File: config.mk
export PLATFORM = sky130hd
export DESIGN_NAME = cfg_serial_port
export DESIGN_NICKNAME = d
export VERILOG_FILES = /design/src/rtl/cfg_port_pkg.sv /design/src/rtl/cfg_sync.sv /design/src/rtl/cfg_frame_rx.sv /design/src/rtl/cfg_bank.sv /design/src/rtl/cfg_serial_port.sv
export SDC_FILE = /design/constraint.sdc
export NUM_CORES = 1
export LEC_CHECK = 0
export CAP_MARGIN = 40
export CORE_ASPECT_RATIO = 0.7
export CORE_MARGIN = 5
export CORE_UTILIZATION = 55
export CTS_CLUSTER_DIAMETER = 120
export CTS_CLUSTER_SIZE = 30
export DETAILED_ROUTE_END_ITERATION = 16
export PLACE_DENSITY = 0.79
export SYNTH_ARGS = -nofsm -noshare
export SYNTH_HDL_FRONTEND = slang
export SYNTH_SLANG_ARGS = --single-unit
File: constraint.sdc
create_clock -name clk -period 2.2 [get_ports clk]
set_input_delay 0.44 -clock clk [delete_from_list [all_inputs] [get_ports clk]]
set_output_delay 0.44 -clock clk [all_outputs]
set_load 0.02 [all_outputs]
File: src/rtl/cfg_port_pkg.sv
package cfg_port_pkg;
  localparam int DATA_BITS  = 16;
  localparam int ADDR_BITS  = 2;
  localparam int FRAME_BITS = DATA_BITS + ADDR_BITS;
  localparam int MC_W       = 11;
  localparam int SC_W       = 5;
  localparam int RC_W       = 9;
  localparam int LOC_W      = 3;
  localparam int SC_LSB     = DATA_BITS - SC_W;
  localparam int LOC_LSB    = DATA_BITS - LOC_W;
  localparam int CLKOUT_BIT = 6;
  localparam int TEST_BIT   = 3;
  localparam int FILT_BIT   = 7;

  typedef struct packed {
    logic [MC_W-1:0]  main_div;
    logic [SC_W-1:0]  swallow;
    logic [RC_W-1:0]  ref_div;
    logic             clk_out_en;
    logic             test_en;
    logic [LOC_W-1:0] tin_loc;
    logic [LOC_W-1:0] tout_loc;
    logic             filt_bpf;
  } cfg_t;

  localparam cfg_t DEF_SET_A = '{main_div: 11'd6, swallow: 5'd0, ref_div: 9'd3,
                                 clk_out_en: 1'b0, test_en: 1'b1, tin_loc: 3'd6,
                                 tout_loc: 3'd6, filt_bpf: 1'b1};
  localparam cfg_t DEF_SET_B = '{main_div: 11'd7, swallow: 5'd3, ref_div: 9'd4,
                                 clk_out_en: 1'b0, test_en: 1'b0, tin_loc: 3'd0,
                                 tout_loc: 3'd0, filt_bpf: 1'b0};
  localparam cfg_t DEF_SET_C = '{main_div: 11'd22, swallow: 5'd17, ref_div: 9'd9,
                                 clk_out_en: 1'b0, test_en: 1'b0, tin_loc: 3'd0,
                                 tout_loc: 3'd0, filt_bpf: 1'b0};

  // Merge one payload word into the current settings; only defined fields move.
  function automatic cfg_t apply_word(cfg_t cur, logic [ADDR_BITS-1:0] addr,
                                      logic [DATA_BITS-1:0] w);
    cfg_t n;
    n = cur;
    case (addr)
      2'd0: n.main_div = w[MC_W-1:0];
      2'd1: begin
        n.swallow = w[SC_LSB +: SC_W];
        n.ref_div = w[RC_W-1:0];
      end
      2'd2: begin
        n.tin_loc    = w[LOC_LSB +: LOC_W];
        n.clk_out_en = w[CLKOUT_BIT];
        n.test_en    = w[TEST_BIT];
      end
      default: begin
        n.tout_loc = w[LOC_LSB +: LOC_W];
        n.filt_bpf = w[FILT_BIT];
      end
    endcase
    return n;
  endfunction

  // Strap code is {data, clk, latch}; unknown codes use the first set.
  function automatic cfg_t pick_default(logic [2:0] strap, cfg_t a, cfg_t b, cfg_t c);
    case (strap)
      3'b100:  return b;
      3'b110:  return c;
      default: return a;
    endcase
  endfunction
endpackage

File: src/rtl/cfg_sync.sv
module cfg_sync #(
  parameter int W      = 4,
  parameter int STAGES = 2
) (
  input  logic         clk,
  input  logic         rst_n,
  input  logic [W-1:0] d,
  output logic [W-1:0] q
);
  logic [STAGES-1:0][W-1:0] st;

  always_ff @(posedge clk or negedge rst_n) begin
    if (!rst_n) st <= '0;
    else        st <= {st[STAGES-2:0], d};
  end

  assign q = st[STAGES-1];
endmodule

File: src/rtl/cfg_frame_rx.sv
module cfg_frame_rx
  import cfg_port_pkg::*;
(
  input  logic                 clk,
  input  logic                 rst_n,
  input  logic                 run,
  input  logic                 sclk,
  input  logic                 sdat,
  input  logic                 slat,
  output logic                 sclk_rise,
  output logic                 slat_rise,
  output logic                 frame_ok,
  output logic                 frame_bad,
  output logic [ADDR_BITS-1:0] frame_addr,
  output logic [DATA_BITS-1:0] frame_word
);
  localparam int CNT_W = $clog2(FRAME_BITS + 1);

  logic                  sclk_q, slat_q;
  logic [FRAME_BITS-1:0] sr;
  logic [CNT_W-1:0]      cnt;
  logic                  full;

  assign sclk_rise = run & sclk & ~sclk_q;
  assign slat_rise = run & slat & ~slat_q;
  assign full      = (cnt == CNT_W'(FRAME_BITS));
  assign frame_ok  = slat_rise & full;
  assign frame_bad = slat_rise & ~full;
  assign frame_addr = sr[FRAME_BITS-1 -: ADDR_BITS];
  assign frame_word = sr[DATA_BITS-1:0];

  always_ff @(posedge clk or negedge rst_n) begin
    if (!rst_n) begin
      sclk_q <= 1'b0;
      slat_q <= 1'b0;
      sr     <= '0;
      cnt    <= '0;
    end else begin
      sclk_q <= sclk;
      slat_q <= slat;
      if (!run) begin
        sr  <= '0;
        cnt <= '0;
      end else if (slat_rise) begin
        cnt <= '0;
      end else if (sclk_rise) begin
        sr <= {sdat, sr[FRAME_BITS-1:1]};
        if (!full) cnt <= cnt + 1'b1;
      end
    end
  end
endmodule

File: src/rtl/cfg_bank.sv
module cfg_bank
  import cfg_port_pkg::*;
#(
  parameter cfg_t RESET_SET = DEF_SET_A
) (
  input  logic                 clk,
  input  logic                 rst_n,
  input  logic                 init_pulse,
  input  cfg_t                 dflt_cfg,
  input  logic                 frame_ok,
  input  logic                 frame_bad,
  input  logic [ADDR_BITS-1:0] frame_addr,
  input  logic [DATA_BITS-1:0] frame_word,
  output cfg_t                 cfg_q,
  output logic                 frame_err
);
  always_ff @(posedge clk or negedge rst_n) begin
    if (!rst_n) begin
      cfg_q     <= RESET_SET;
      frame_err <= 1'b0;
    end else if (init_pulse) begin
      cfg_q     <= dflt_cfg;
      frame_err <= 1'b0;
    end else begin
      if (frame_ok)  cfg_q     <= apply_word(cfg_q, frame_addr, frame_word);
      if (frame_bad) frame_err <= 1'b1;
    end
  end
endmodule

File: src/rtl/cfg_serial_port.sv
module cfg_serial_port
  import cfg_port_pkg::*;
#(
  parameter cfg_t SET_A = DEF_SET_A,
  parameter cfg_t SET_B = DEF_SET_B,
  parameter cfg_t SET_C = DEF_SET_C,
  parameter int   SYNC_STAGES = 2
) (
  input  logic             clk,
  input  logic             rst_n,
  input  logic             enable_i,
  input  logic             ser_data_i,
  input  logic             ser_clk_i,
  input  logic             ser_latch_i,
  output logic [MC_W-1:0]  main_div_o,
  output logic [SC_W-1:0]  swallow_o,
  output logic [RC_W-1:0]  ref_div_o,
  output logic             clk_out_en_o,
  output logic             test_en_o,
  output logic [LOC_W-1:0] test_in_loc_o,
  output logic [LOC_W-1:0] test_out_loc_o,
  output logic             filt_bpf_o,
  output logic             frame_err_o
);
  logic [3:0] pins_s;
  logic en_s, dat_s, sclk_s, lat_s, en_q;
  logic init_pulse, run;
  logic [2:0] strap;
  cfg_t dflt_pick, cfg_q;
  logic sclk_rise, slat_rise, frame_ok, frame_bad, frame_err;
  logic [ADDR_BITS-1:0] frame_addr;
  logic [DATA_BITS-1:0] frame_word;

  cfg_sync #(.W(4), .STAGES(SYNC_STAGES)) sync_i (
    .clk(clk), .rst_n(rst_n),
    .d({enable_i, ser_data_i, ser_clk_i, ser_latch_i}),
    .q(pins_s));

  assign {en_s, dat_s, sclk_s, lat_s} = pins_s;

  always_ff @(posedge clk or negedge rst_n) begin
    if (!rst_n) en_q <= 1'b0;
    else        en_q <= en_s;
  end

  assign init_pulse = en_s & ~en_q;
  assign run        = en_s & en_q;
  assign strap      = {dat_s, sclk_s, lat_s};
  assign dflt_pick  = pick_default(strap, SET_A, SET_B, SET_C);

  cfg_frame_rx rx_i (
    .clk(clk), .rst_n(rst_n), .run(run),
    .sclk(sclk_s), .sdat(dat_s), .slat(lat_s),
    .sclk_rise(sclk_rise), .slat_rise(slat_rise),
    .frame_ok(frame_ok), .frame_bad(frame_bad),
    .frame_addr(frame_addr), .frame_word(frame_word));

  cfg_bank #(.RESET_SET(SET_A)) bank_i (
    .clk(clk), .rst_n(rst_n), .init_pulse(init_pulse), .dflt_cfg(dflt_pick),
    .frame_ok(frame_ok), .frame_bad(frame_bad),
    .frame_addr(frame_addr), .frame_word(frame_word),
    .cfg_q(cfg_q), .frame_err(frame_err));

  assign main_div_o     = cfg_q.main_div;
  assign swallow_o      = cfg_q.swallow;
  assign ref_div_o      = cfg_q.ref_div;
  assign clk_out_en_o   = cfg_q.clk_out_en;
  assign test_en_o      = cfg_q.test_en;
  assign test_in_loc_o  = cfg_q.tin_loc;
  assign test_out_loc_o = cfg_q.tout_loc;
  assign filt_bpf_o     = cfg_q.filt_bpf;
  assign frame_err_o    = frame_err;
endmodule

* After elaboration in Yosys (flattened, before gate mapping)
Cells that the tools add are included.
Cells by class: add/sub/neg operators 1, eq/ne operators 10, mux-type cells 16, bitwise logic cells 12, reductions and logical operators 13
Operators with widths (count):
- 34-bit 2-to-1 mux | 2
- 28-bit case mux with 2 select lines | 1
- 18-bit 2-to-1 mux | 3
- 5-bit 2-to-1 mux | 5
- 14-bit 2-to-1 mux | 1
- 2-bit AND reduction | 6
- 11-bit 2-to-1 mux | 1
- 2-bit nonzero test | 5
- 1-bit AND | 8
- 3-bit == test, second input constant | 2
- 3-bit inequality test, second input constant | 2
- 5-bit by 1-bit adder with 5-bit output, second input constant | 1
- 5-bit == test, second input constant | 1
- 4-bit 2-to-1 mux | 1
- 2-bit inequality test, second input constant | 2
- 1-bit inverter | 4
- 3-bit OR reduction | 1
- 2-bit by 1-bit == test with 1-bit output, second input constant | 1
- 2-bit == test, second input constant | 1
- 2-bit zero test | 1
- 1-bit 2-to-1 mux | 2
- 2-bit by 1-bit inequality test with 1-bit output, second input constant | 1
Storage, ports and cells: register bits after elaboration 69, output and inout port bits 35, logic and storage cells 68

* Depth between registers and ports, before layout
Gate-level depths: netlist of the first run.
depth in word-level cells 6, gate-level depth with buffers 7, mapped depth without buffers 5

* By module
A second synthesis of the first run with hierarchy kept.
Second synthesis, totals: cell total of the unflattened synthesis 333, area, all modules 3284.4 sq um
Modules (own cells, without submodules):
- cfg_bank | instances 1, cells each 193, area an instance 1781.7 sq um, seq. area each 888.4 sq um
- cfg_frame_rx | instances 1, cells each 118, area an instance 1184.9 sq um, seq. area each 625.6 sq um
- cfg_sync | instances 1, cells each 12, area an instance 230.2 sq um, seq. area each 200.2 sq um
- cfg_serial_port | instances 1, cells each 10, area an instance 87.6 sq um, seq. area each 25.0 sq um

* Worst setup path after synthesis of the first run
OpenSTA, ideal clock, no wires.
path kind flip-flop to flip-flop, start register rx_i.cnt[0], end register, netlist name bank_i.cfg_q[15], setup time 130 ps, data arrival time 1431 ps, data required time 2070 ps, setup slack 640 ps, stages on the path, launching flop included 8, path buffers 2, cells stage by stage dfrtp_1 > inv_1 > ha_1 > nand4bb_4 > buf_2 > buf_2 > o31ai_1 > a21oi_1
Between the ends: cells in the longest elaborated chain, start to end 4
RTL lines:
- start, declared | line cfg_frame_rx.sv:21 | logic [CNT_W-1:0] cnt;
- start signal, assigned | line cfg_frame_rx.sv:48 | if (!full) cnt <= cnt + 1'b1;
- 5-bit == test | line cfg_frame_rx.sv:26 | assign full = (cnt == CNT_W'(FRAME_BITS));
- 1-bit AND | line cfg_frame_rx.sv:27 | assign frame_ok = slat_rise & full;
- 2-bit nonzero test (no line)
- 2-bit AND reduction (no line)
No other way between the ends. A chain may end at the register's enable or synchronous reset.

* Final worst setup path of the first run
start register, netlist name bank_i.cfg_q[10], end output port ref_div_o[1]
RTL lines:
- end, declared | line cfg_serial_port.sv:17 | output logic [RC_W-1:0] ref_div_o,
No word-level cell between the ends.

==> impl_metrics.prom, run 1 <==
# TYPE chip_impl_metric gauge
chip_impl_metric{name="port_buffers",unit=""} 40
chip_impl_metric{name="gr-usage-all-layers",unit="%"} 22.8
chip_impl_info{name="crit_family",value="buffers and inverters"} 1
chip_impl_metric{name="final_layout_size_suffix_gt1_share",unit="%"} 12.1
chip_impl_metric{name="irDropWorstVdd",unit="mV"} 0.488
chip_impl_metric{name="seqPwrFrac",unit="%"} 53.2
chip_impl_metric{name="layoutNonFillerInstCount",unit=""} 421
chip_impl_metric{name="die-height",unit="microns"} 73.8
chip_impl_metric{name="clkTransAtPathRegs",unit="ns"} 0.07
chip_impl_metric{name="layout.cell_area.non_filler",unit="sq um"} 3810
chip_impl_metric{name="synth_async_sr_flop_share",unit="%"} 100
chip_impl_metric{name="cp_num_buf_inv",unit=""} 1
chip_impl_metric{name="cts-root-to-sink-buffers",unit=""} 2
chip_impl_metric{name="clkSinkCount",unit=""} 69
chip_impl_info{name="clock_tree.root_cell",value="sky130_fd_sc_hd__clkbuf_8"} 1
chip_impl_metric{name="maximum_number_of_pins_on_one_net_before_global_route_repair",unit=""} 46
chip_impl_metric{name="dpl_cell_area",unit="sq um"} 3640
chip_impl_metric{name="first_pass_iters",unit=""} 5
chip_impl_metric{name="tritoncts.num_buffers",unit=""} 9
chip_impl_metric{name="place_hpwl",unit="mm"} 5.39
chip_impl_metric{name="layout.filler_cells",unit=""} 460
chip_impl_info{name="worstSetupPathType",value="flip-flop to output pin"} 1
chip_impl_metric{name="fraction_of_power_spent_switching_nets",unit="%"} 25.2
chip_impl_metric{name="post_synth_mux_area_share",unit="%"} 0.627
chip_impl_metric{name="postCtsResizedCells",unit=""} 0
chip_impl_metric{name="cell_area_after_technology_mapping",unit="sq um"} 3190
chip_impl_metric{name="period_needed",unit="ns"} 1.92
chip_impl_metric{name="report.final.slew_viol_count",unit=""} 0
chip_impl_metric{name="ctsHtreeMaxLevel",unit=""} 3
chip_impl_metric{name="initial_utilization",unit="%"} 56.3
chip_impl_info{name="path_cells",value="clkdlybuf4s50_1"} 1
chip_impl_info{name="synth.largest_area_cell",value="sky130_fd_sc_hd__dfrtp_1"} 1
chip_impl_metric{name="synthAdderAreaFrac",unit="%"} 0.783
chip_impl_metric{name="setup_violations",unit=""} 0
chip_impl_metric{name="post_cts.repair.setup_buffers",unit=""} 0
chip_impl_info{name="critical_path.startpoint_type",value="flip-flop"} 1
chip_impl_metric{name="grt_antenna_before_repair",unit=""} 0
chip_impl_info{name="hold_path_class",value="input pin to async pin"} 1
chip_impl_info{name="rsz0062_at_grt",value="false"} 1
chip_impl_metric{name="drt-initial-drc-count",unit=""} 260
chip_impl_metric{name="syn_to_final_growth",unit="%"} 19.4
chip_impl_metric{name="share_of_the_yosys_chip_area_belonging_to_registers",unit="%"} 54.4
chip_impl_metric{name="synthesis.instances",unit=""} 308
chip_impl_metric{name="hold_viol",unit=""} 0
chip_impl_info{name="layout_commonest_cell",value="sky130_fd_sc_hd__dfrtp_1"} 1
chip_impl_info{name="cts_tree",value="built"} 1
chip_impl_metric{name="gpl.final_weighted_congestion",unit=""} 0.894
chip_impl_metric{name="syn_nets",unit=""} 316
chip_impl_metric{name="die_w",unit="microns"} 101
chip_impl_metric{name="finalSetupTns",unit="ns"} 0
chip_impl_metric{name="route.final.wire_length",unit="mm"} 7.70
chip_impl_metric{name="worst-endpoint-required",unit="ns"} 1.76
chip_impl_info{name="end_kind",value="output pin"} 1
chip_impl_metric{name="synthSimpleGateAreaFrac",unit="%"} 18.1
chip_impl_info{name="most-common-layout-cells",value="sky130_fd_sc_hd__dfrtp_1, sky130_fd_sc_hd__clkdlybuf4s50_1, sky130_fd_sc_hd__a21oi_1"} 1
chip_impl_metric{name="power.combinational.fraction",unit="%"} 11.1
chip_impl_metric{name="syn-mean-instance-area",unit="sq um"} 10.4
chip_impl_metric{name="maxCapViolations",unit=""} 0
chip_impl_metric{name="fin_crit_sh",unit="%"} 87.2
chip_impl_metric{name="place_inst",unit=""} 405
chip_impl_metric{name="via_count_of_the_first_global_routing_pass",unit=""} 2509
chip_impl_metric{name="power-per-cell-area",unit="nW/um^2"} 673
chip_impl_metric{name="worst_path_arrival",unit="ns"} 1.48
chip_impl_metric{name="floorplan.core_area",unit="sq um"} 5670
chip_impl_metric{name="worst_skew",unit="ns"} 0.0113
chip_impl_metric{name="slew-limit-headroom",unit="%"} 59.5
chip_impl_metric{name="cts_hold_buffers",unit=""} 0
chip_impl_metric{name="power.switching",unit="W"} 0.000646
chip_impl_metric{name="clock_insertion_delay_worst_skew",unit="ns"} 0.35
chip_impl_metric{name="wire_length_of_the_first_global_routing_pass",unit="mm"} 13.1
chip_impl_metric{name="yosysWarnings",unit=""} 0
chip_impl_metric{name="vias_per_inst",unit=""} 6.35
chip_impl_metric{name="floorplan.die_area",unit="sq um"} 7460
chip_impl_metric{name="post_drt_wl_per_cell",unit="microns"} 18.3
chip_impl_metric{name="worst-path-max-fanout",unit=""} 2
chip_impl_metric{name="edff_count_synth",unit=""} 0
chip_impl_metric{name="synth-xor-area-share",unit="%"} 0
chip_impl_metric{name="gr-total-overflow",unit=""} 0
chip_impl_metric{name="synthDistinctLibCells",unit=""} 50
chip_impl_info{name="ys.flop_type",value="sky130_fd_sc_hd__dfrtp_1"} 1
chip_impl_metric{name="tightestPinTransition",unit="ns"} 0.608
chip_impl_metric{name="total_power",unit="W"} 0.00257
chip_impl_metric{name="power_leakage",unit="nW"} 1.47
chip_impl_metric{name="fp-row-count",unit=""} 23
chip_impl_info{name="critical_path_slowest_stage_cell",value="sky130_fd_sc_hd__clkdlybuf4s50_1"} 1
chip_impl_metric{name="achievable-frequency",unit="MHz"} 521
chip_impl_metric{name="power.internal",unit="W"} 0.00192
chip_impl_metric{name="detail_route.drc_violations",unit=""} 0
chip_impl_metric{name="synth_compound_gate_area_share",unit="%"} 20.5
chip_impl_metric{name="yosys.area.top_type_share",unit="%"} 46.2
chip_impl_metric{name="timing.critical_path.slowest_cell_delay",unit="ns"} 0.60
chip_impl_metric{name="num_vias",unit=""} 2672
chip_impl_metric{name="num_antenna_cells",unit=""} 0
chip_impl_metric{name="share_clk_of_total_power",unit="%"} 35.7
chip_impl_metric{name="drtAntennaViolNets",unit=""} 0
chip_impl_metric{name="layout.nets",unit=""} 349
chip_impl_info{name="largest_family_of_logic_cells_by_synthesized_area",value="compound AO/OA/AOI/OAI gates"} 1
chip_impl_metric{name="flip_flop_and_latch_count_after_synthesis",unit=""} 69
chip_impl_metric{name="pin_count",unit=""} 41
chip_impl_info{name="post_synth_main_area_contributors",value="sky130_fd_sc_hd__dfrtp_1, sky130_fd_sc_hd__dfstp_2, sky130_fd_sc_hd__a21oi_1, sky130_fd_sc_hd__o21ai_0, sky130_fd_sc_hd__nand4_1"} 1
chip_impl_info{name="status",value="complete, no violations"} 1
==> synth_stat cells, types with 4 or more instances <==
| cell | number |
|---|---|
| sky130_fd_sc_hd__nand3_1 | 22 |
| sky130_fd_sc_hd__dfstp_2 | 10 |
| sky130_fd_sc_hd__nand2b_1 | 5 |
| sky130_fd_sc_hd__nand2_1 | 13 |
| sky130_fd_sc_hd__nor2_1 | 8 |
| sky130_fd_sc_hd__o21ai_0 | 25 |
| sky130_fd_sc_hd__o211ai_1 | 5 |
| sky130_fd_sc_hd__dfrtp_1 | 59 |
| sky130_fd_sc_hd__clkbuf_1 | 10 |
| sky130_fd_sc_hd__a21oi_1 | 37 |
| sky130_fd_sc_hd__o311ai_0 | 5 |
| sky130_fd_sc_hd__nor3_1 | 4 |
| sky130_fd_sc_hd__inv_1 | 7 |
| sky130_fd_sc_hd__o31ai_1 | 13 |
| sky130_fd_sc_hd__nor2b_1 | 5 |
| sky130_fd_sc_hd__o41ai_1 | 4 |
| sky130_fd_sc_hd__buf_2 | 12 |
| sky130_fd_sc_hd__nand4_1 | 18 |
==> cell type report <==
class,count,area (sq um),area share (%)
clock buffers,14,163,4.27
clock inverters,2,10.0,0.262
inverters,7,26.3,0.689
multi-input cells,203,1280,33.5
repair buffers,51,503,13.2
well taps,75,93.8,2.46
flip-flops and latches,69,1740,45.6
==> power by group through the flow <==
stage	Sequential, W	Clock, W	Combinational [W]
6_report	0.00137	0.000916	0.000285
5_1_grt	0.00137	0.000985	0.000308
4_1_cts	0.00137	0.000935	0.000288
3_5_place_dp	0.00139	0	0.000287
3_3_place_gp	0.00139	0	0.000285
2_1_floorplan	0.00142	0	0.000110
==> sequential cells by signal, indices dropped and copies added, names as in the netlist, 4 cells and up <==
register,flops
sync_i.st,4
rx_i.sr,18
sync_i.q,4
rx_i.cnt,5
bank_i.cfg_q,34
==> routing by layer <==
| layer | track usage, % | routed length (microns) |
|---|---|---|
| met5 | 0 | 0 |
| met4 | 5.31 | 96 |
| met3 | 6.83 | 569 |
| met2 | 32.3 | 3450 |
| met1 | 34.3 | 3580 |
==> final timing paths <==
check                                 start                to  slack (ns)  cells past startpoint
max reg2reg                     rx_i.cnt[0]  bank_i.cfg_q[31]        0.31                      5
max in group asynchronous             rst_n       rx_i.sclk_q        1.51                      2
min reg2reg                    sync_i.st[2]       sync_i.q[2]        0.34                      0
max                        bank_i.cfg_q[10]      ref_div_o[1]        0.28                      1
min in group clk               sync_i.st[2]       sync_i.q[2]        0.34                      0
min                                   rst_n  bank_i.cfg_q[30]        0.07                      1
==> cell families (layout without fill, tap and decap cells) <==
kind of cell / Yosys count / after routing
AND/OR/NAND/NOR: 94 / 94
multiplexers: 2 / 2
buffers and inverters: 36 / 74
adder cells (fa/ha/maj): 2 / 2
AO/OA/AOI/OAI: 105 / 105
flip-flops: 69 / 69
==> through the flow <==
| stage | hold WS [ns] | worst slack (ns) | utilization (%) |
|---|---|---|---|
| floorplan | 0.144 | 0.640 | - |
| global placement | 0.334 | 0.400 | 64.2 |
| detailed placement | 0.335 | 0.351 | 64.2 |
| CTS | 0.0750 | 0.258 | 67.3 |
| global route | 0.115 | 0.111 | 67.3 |
| finish | 0.0658 | 0.282 | 67.3 |
No activity file was read; power rests on OpenSTA's default activity.
==> run 2: changes to the inputs <==
- ABC_CLOCK_PERIOD_IN_PS: not set -> 2200
- CELL_PAD_IN_SITES_DETAIL_PLACEMENT: not set -> 1
- CELL_PAD_IN_SITES_GLOBAL_PLACEMENT: not set -> 1
- CORE_UTILIZATION: 55 -> 43
- PLACE_DENSITY: 0.79 -> not set
- PLACE_DENSITY_LB_ADDON: not set -> 0.1
==> impl_metrics.prom, run 2 (synthesis gave the netlist of run 1 again) <==
# TYPE chip_impl_metric gauge
chip_impl_metric{name="postCtsResizedCells",unit=""} 0
chip_impl_metric{name="cts_hold_buffers",unit=""} 0
chip_impl_metric{name="ctsHtreeMaxLevel",unit=""} 3
chip_impl_info{name="status",value="complete, no violations"} 1
chip_impl_metric{name="maxCapViolations",unit=""} 0
chip_impl_metric{name="num_vias",unit=""} 2655
chip_impl_metric{name="wire_length_of_the_first_global_routing_pass",unit="mm"} 15.1
chip_impl_metric{name="initial_utilization",unit="%"} 44.0
chip_impl_metric{name="worst_skew",unit="ns"} 0.00568
chip_impl_metric{name="tightestPinTransition",unit="ns"} 0.584
chip_impl_info{name="beginning_of_the_critical_path",value="rx_i.cnt[0]"} 1
chip_impl_metric{name="irDropWorstVdd",unit="mV"} 0.386
chip_impl_metric{name="total_power",unit="W"} 0.00274
chip_impl_metric{name="cts-root-to-sink-buffers",unit=""} 2
chip_impl_info{name="layout_commonest_cell",value="sky130_fd_sc_hd__dfrtp_1"} 1
chip_impl_metric{name="setup_violations",unit=""} 0
chip_impl_metric{name="tritoncts.num_buffers",unit=""} 9
chip_impl_metric{name="achievable-frequency",unit="MHz"} 506
chip_impl_info{name="rsz0062_at_grt",value="false"} 1
chip_impl_metric{name="detail_route.drc_violations",unit=""} 0
chip_impl_metric{name="slew-limit-headroom",unit="%"} 60.9
chip_impl_info{name="end_kind",value="flip-flop"} 1
chip_impl_metric{name="route.final.wire_length",unit="mm"} 9.16
chip_impl_metric{name="grt_util_met1",unit="%"} 30.9
chip_impl_metric{name="timing.critical_path.slowest_cell_delay",unit="ns"} 0.62
chip_impl_metric{name="drt-initial-drc-count",unit=""} 116
chip_impl_metric{name="worst-endpoint-required",unit="ns"} 2.45
chip_impl_metric{name="via_count_of_the_first_global_routing_pass",unit=""} 2678
chip_impl_metric{name="clkSinkCount",unit=""} 69
chip_impl_info{name="worst_r2r_endpoint",value="bank_i.cfg_q[30]"} 1
chip_impl_metric{name="gr-usage-all-layers",unit="%"} 21.2
chip_impl_metric{name="num_antenna_cells",unit=""} 0
chip_impl_metric{name="reg2reg_setup_slack",unit="ns"} 0.22
chip_impl_metric{name="maximum_number_of_pins_on_one_net_before_global_route_repair",unit=""} 70
chip_impl_metric{name="hold_viol",unit=""} 0
chip_impl_info{name="largest_registers",value="bank_i.cfg_q: 34 flops, rx_i.sr: 18 flops, rx_i.cnt: 5 flops"} 1
chip_impl_metric{name="die-height",unit="microns"} 82.1
chip_impl_info{name="crit_family",value="simple AND/OR/NAND/NOR gates"} 1
chip_impl_metric{name="power-per-cell-area",unit="nW/um^2"} 706
chip_impl_metric{name="fin_crit_sh",unit="%"} 89.9
chip_impl_metric{name="holdWs",unit="ns"} 0.121
chip_impl_metric{name="final_layout_size_suffix_gt1_share",unit="%"} 13.3
chip_impl_info{name="hold_path_class",value="input pin to async pin"} 1
chip_impl_metric{name="floorplan.die_area",unit="sq um"} 9280
chip_impl_info{name="clock_tree.root_cell",value="sky130_fd_sc_hd__clkbuf_8"} 1
chip_impl_metric{name="finish.utilization",unit="%"} 53.5
chip_impl_metric{name="fp-row-count",unit=""} 26
chip_impl_metric{name="cp_num_cells",unit=""} 5
chip_impl_metric{name="gr-total-overflow",unit=""} 0
chip_impl_info{name="global_route.peak_usage_layer",value="met2"} 1
chip_impl_metric{name="final_critical_path_setup_slack",unit="ns"} 0.222
chip_impl_metric{name="post_drt_wl_per_cell",unit="microns"} 20.6
chip_impl_metric{name="clock_insertion_delay_worst_skew",unit="ns"} 0.34
chip_impl_metric{name="pin_count",unit=""} 41
chip_impl_metric{name="cp_num_buf_inv",unit=""} 1
chip_impl_info{name="largest-register",value="bank_i.cfg_q"} 1
chip_impl_metric{name="grt_antenna_before_repair",unit=""} 0
chip_impl_metric{name="worst_path_arrival",unit="ns"} 2.23
chip_impl_metric{name="report.final.slew_viol_count",unit=""} 0
chip_impl_metric{name="die_w",unit="microns"} 113
chip_impl_info{name="r2r-start",value="rx_i.cnt[0]"} 1
chip_impl_metric{name="gpl.final_weighted_congestion",unit=""} 0.831
chip_impl_info{name="critical_path_slowest_stage_cell",value="sky130_fd_sc_hd__or4_4"} 1
chip_impl_metric{name="port_buffers",unit=""} 40
chip_impl_metric{name="clkTransAtPathRegs",unit="ns"} 0.07
chip_impl_info{name="critical_path.startpoint_type",value="flip-flop"} 1
chip_impl_metric{name="power_leakage",unit="nW"} 1.49
chip_impl_metric{name="largest_reg_flops",unit=""} 34
chip_impl_metric{name="pre_cts_slack",unit="ns"} 0.209
chip_impl_metric{name="finalSetupTns",unit="ns"} 0
chip_impl_metric{name="timing.reg2reg.worst_path_depth",unit=""} 5
chip_impl_metric{name="worst-path-max-fanout",unit=""} 22
chip_impl_info{name="worstSetupPathType",value="flip-flop to flip-flop"} 1
chip_impl_metric{name="place_hpwl",unit="mm"} 6.15
chip_impl_metric{name="period_needed",unit="ns"} 1.98
chip_impl_metric{name="syn_to_final_growth",unit="%"} 21.5
chip_impl_metric{name="first_pass_iters",unit=""} 4
chip_impl_info{name="most-common-layout-cells",value="sky130_fd_sc_hd__dfrtp_1, sky130_fd_sc_hd__clkdlybuf4s50_1, sky130_fd_sc_hd__a21oi_1"} 1
chip_impl_info{name="critical_path.endpoint",value="bank_i.cfg_q[30]"} 1
chip_impl_info{name="path_cells",value="inv_1 > ha_1 > nand4bb_4 > or4_4 > mux2i_1"} 1
chip_impl_metric{name="grtUsageMet3",unit="%"} 4.66
chip_impl_metric{name="post_cts.repair.setup_buffers",unit=""} 0
chip_impl_metric{name="floorplan.core_area",unit="sq um"} 7250
chip_impl_info{name="cts_tree",value="built"} 1
chip_impl_metric{name="layout.filler_cells",unit=""} 807
chip_impl_metric{name="vias_per_inst",unit=""} 5.97
chip_impl_metric{name="drtAntennaViolNets",unit=""} 0
chip_impl_metric{name="grt_util_met2",unit="%"} 32.9
chip_impl_metric{name="layout.nets",unit=""} 350
-- run 2: cell types whose count changed in the layout (fill, tap and decap cells not counted), sizes merged --
cell / before / now
clkbuf: 14 / 13
clkinv: 2 / 1
clkinvlp: 0 / 1
bufinv: 0 / 1
buf: 12 / 13
-- run 2: layer usage --
metal | share of wire (%) | vias up
met1 | 49 | 1359
met3 | 4.6 | 5
met5 | 0 | -
li1 | - | 1233
met2 | 46 | 58
met4 | 0.53 | 0
-- run 2: layout make-up --
class,count,area [sq um],area share (%)
timing repair buffer,52,498,12.8
clock inverter,3,42.5,1.10
inverter,7,26.3,0.677
tap,98,123,3.16
multi-input combinational,203,1280,33.1
sequential,69,1740,44.8
clock buffer,13,169,4.35
-- run 2: worst min path at each step --
stage	to
after floorplan	bank_i.cfg_q[11]
after global placement	sync_i.q[3]
after detailed placement	sync_i.q[1]
after CTS	sync_i.q[1]
after global routing	sync_i.q[3]
final	sync_i.q[1]
-- run 2: per-stage QoR --
step	cell area, sq um	instances
after global placement	3660	429
after CTS	3880	445
after detailed placement	3660	429
after floorplan	3190	308
after global routing	3880	445
final	3880	445
-- run 2: power by group --
part / switching, W / leakage (nW) / internal [W] / total, W
clock network: 0.000467 / 0.106 / 0.000615 / 0.00108
logic: 0.000171 / 0.493 / 0.000120 / 0.000291
registers: 0.0000370 / 0.889 / 0.00133 / 0.00137
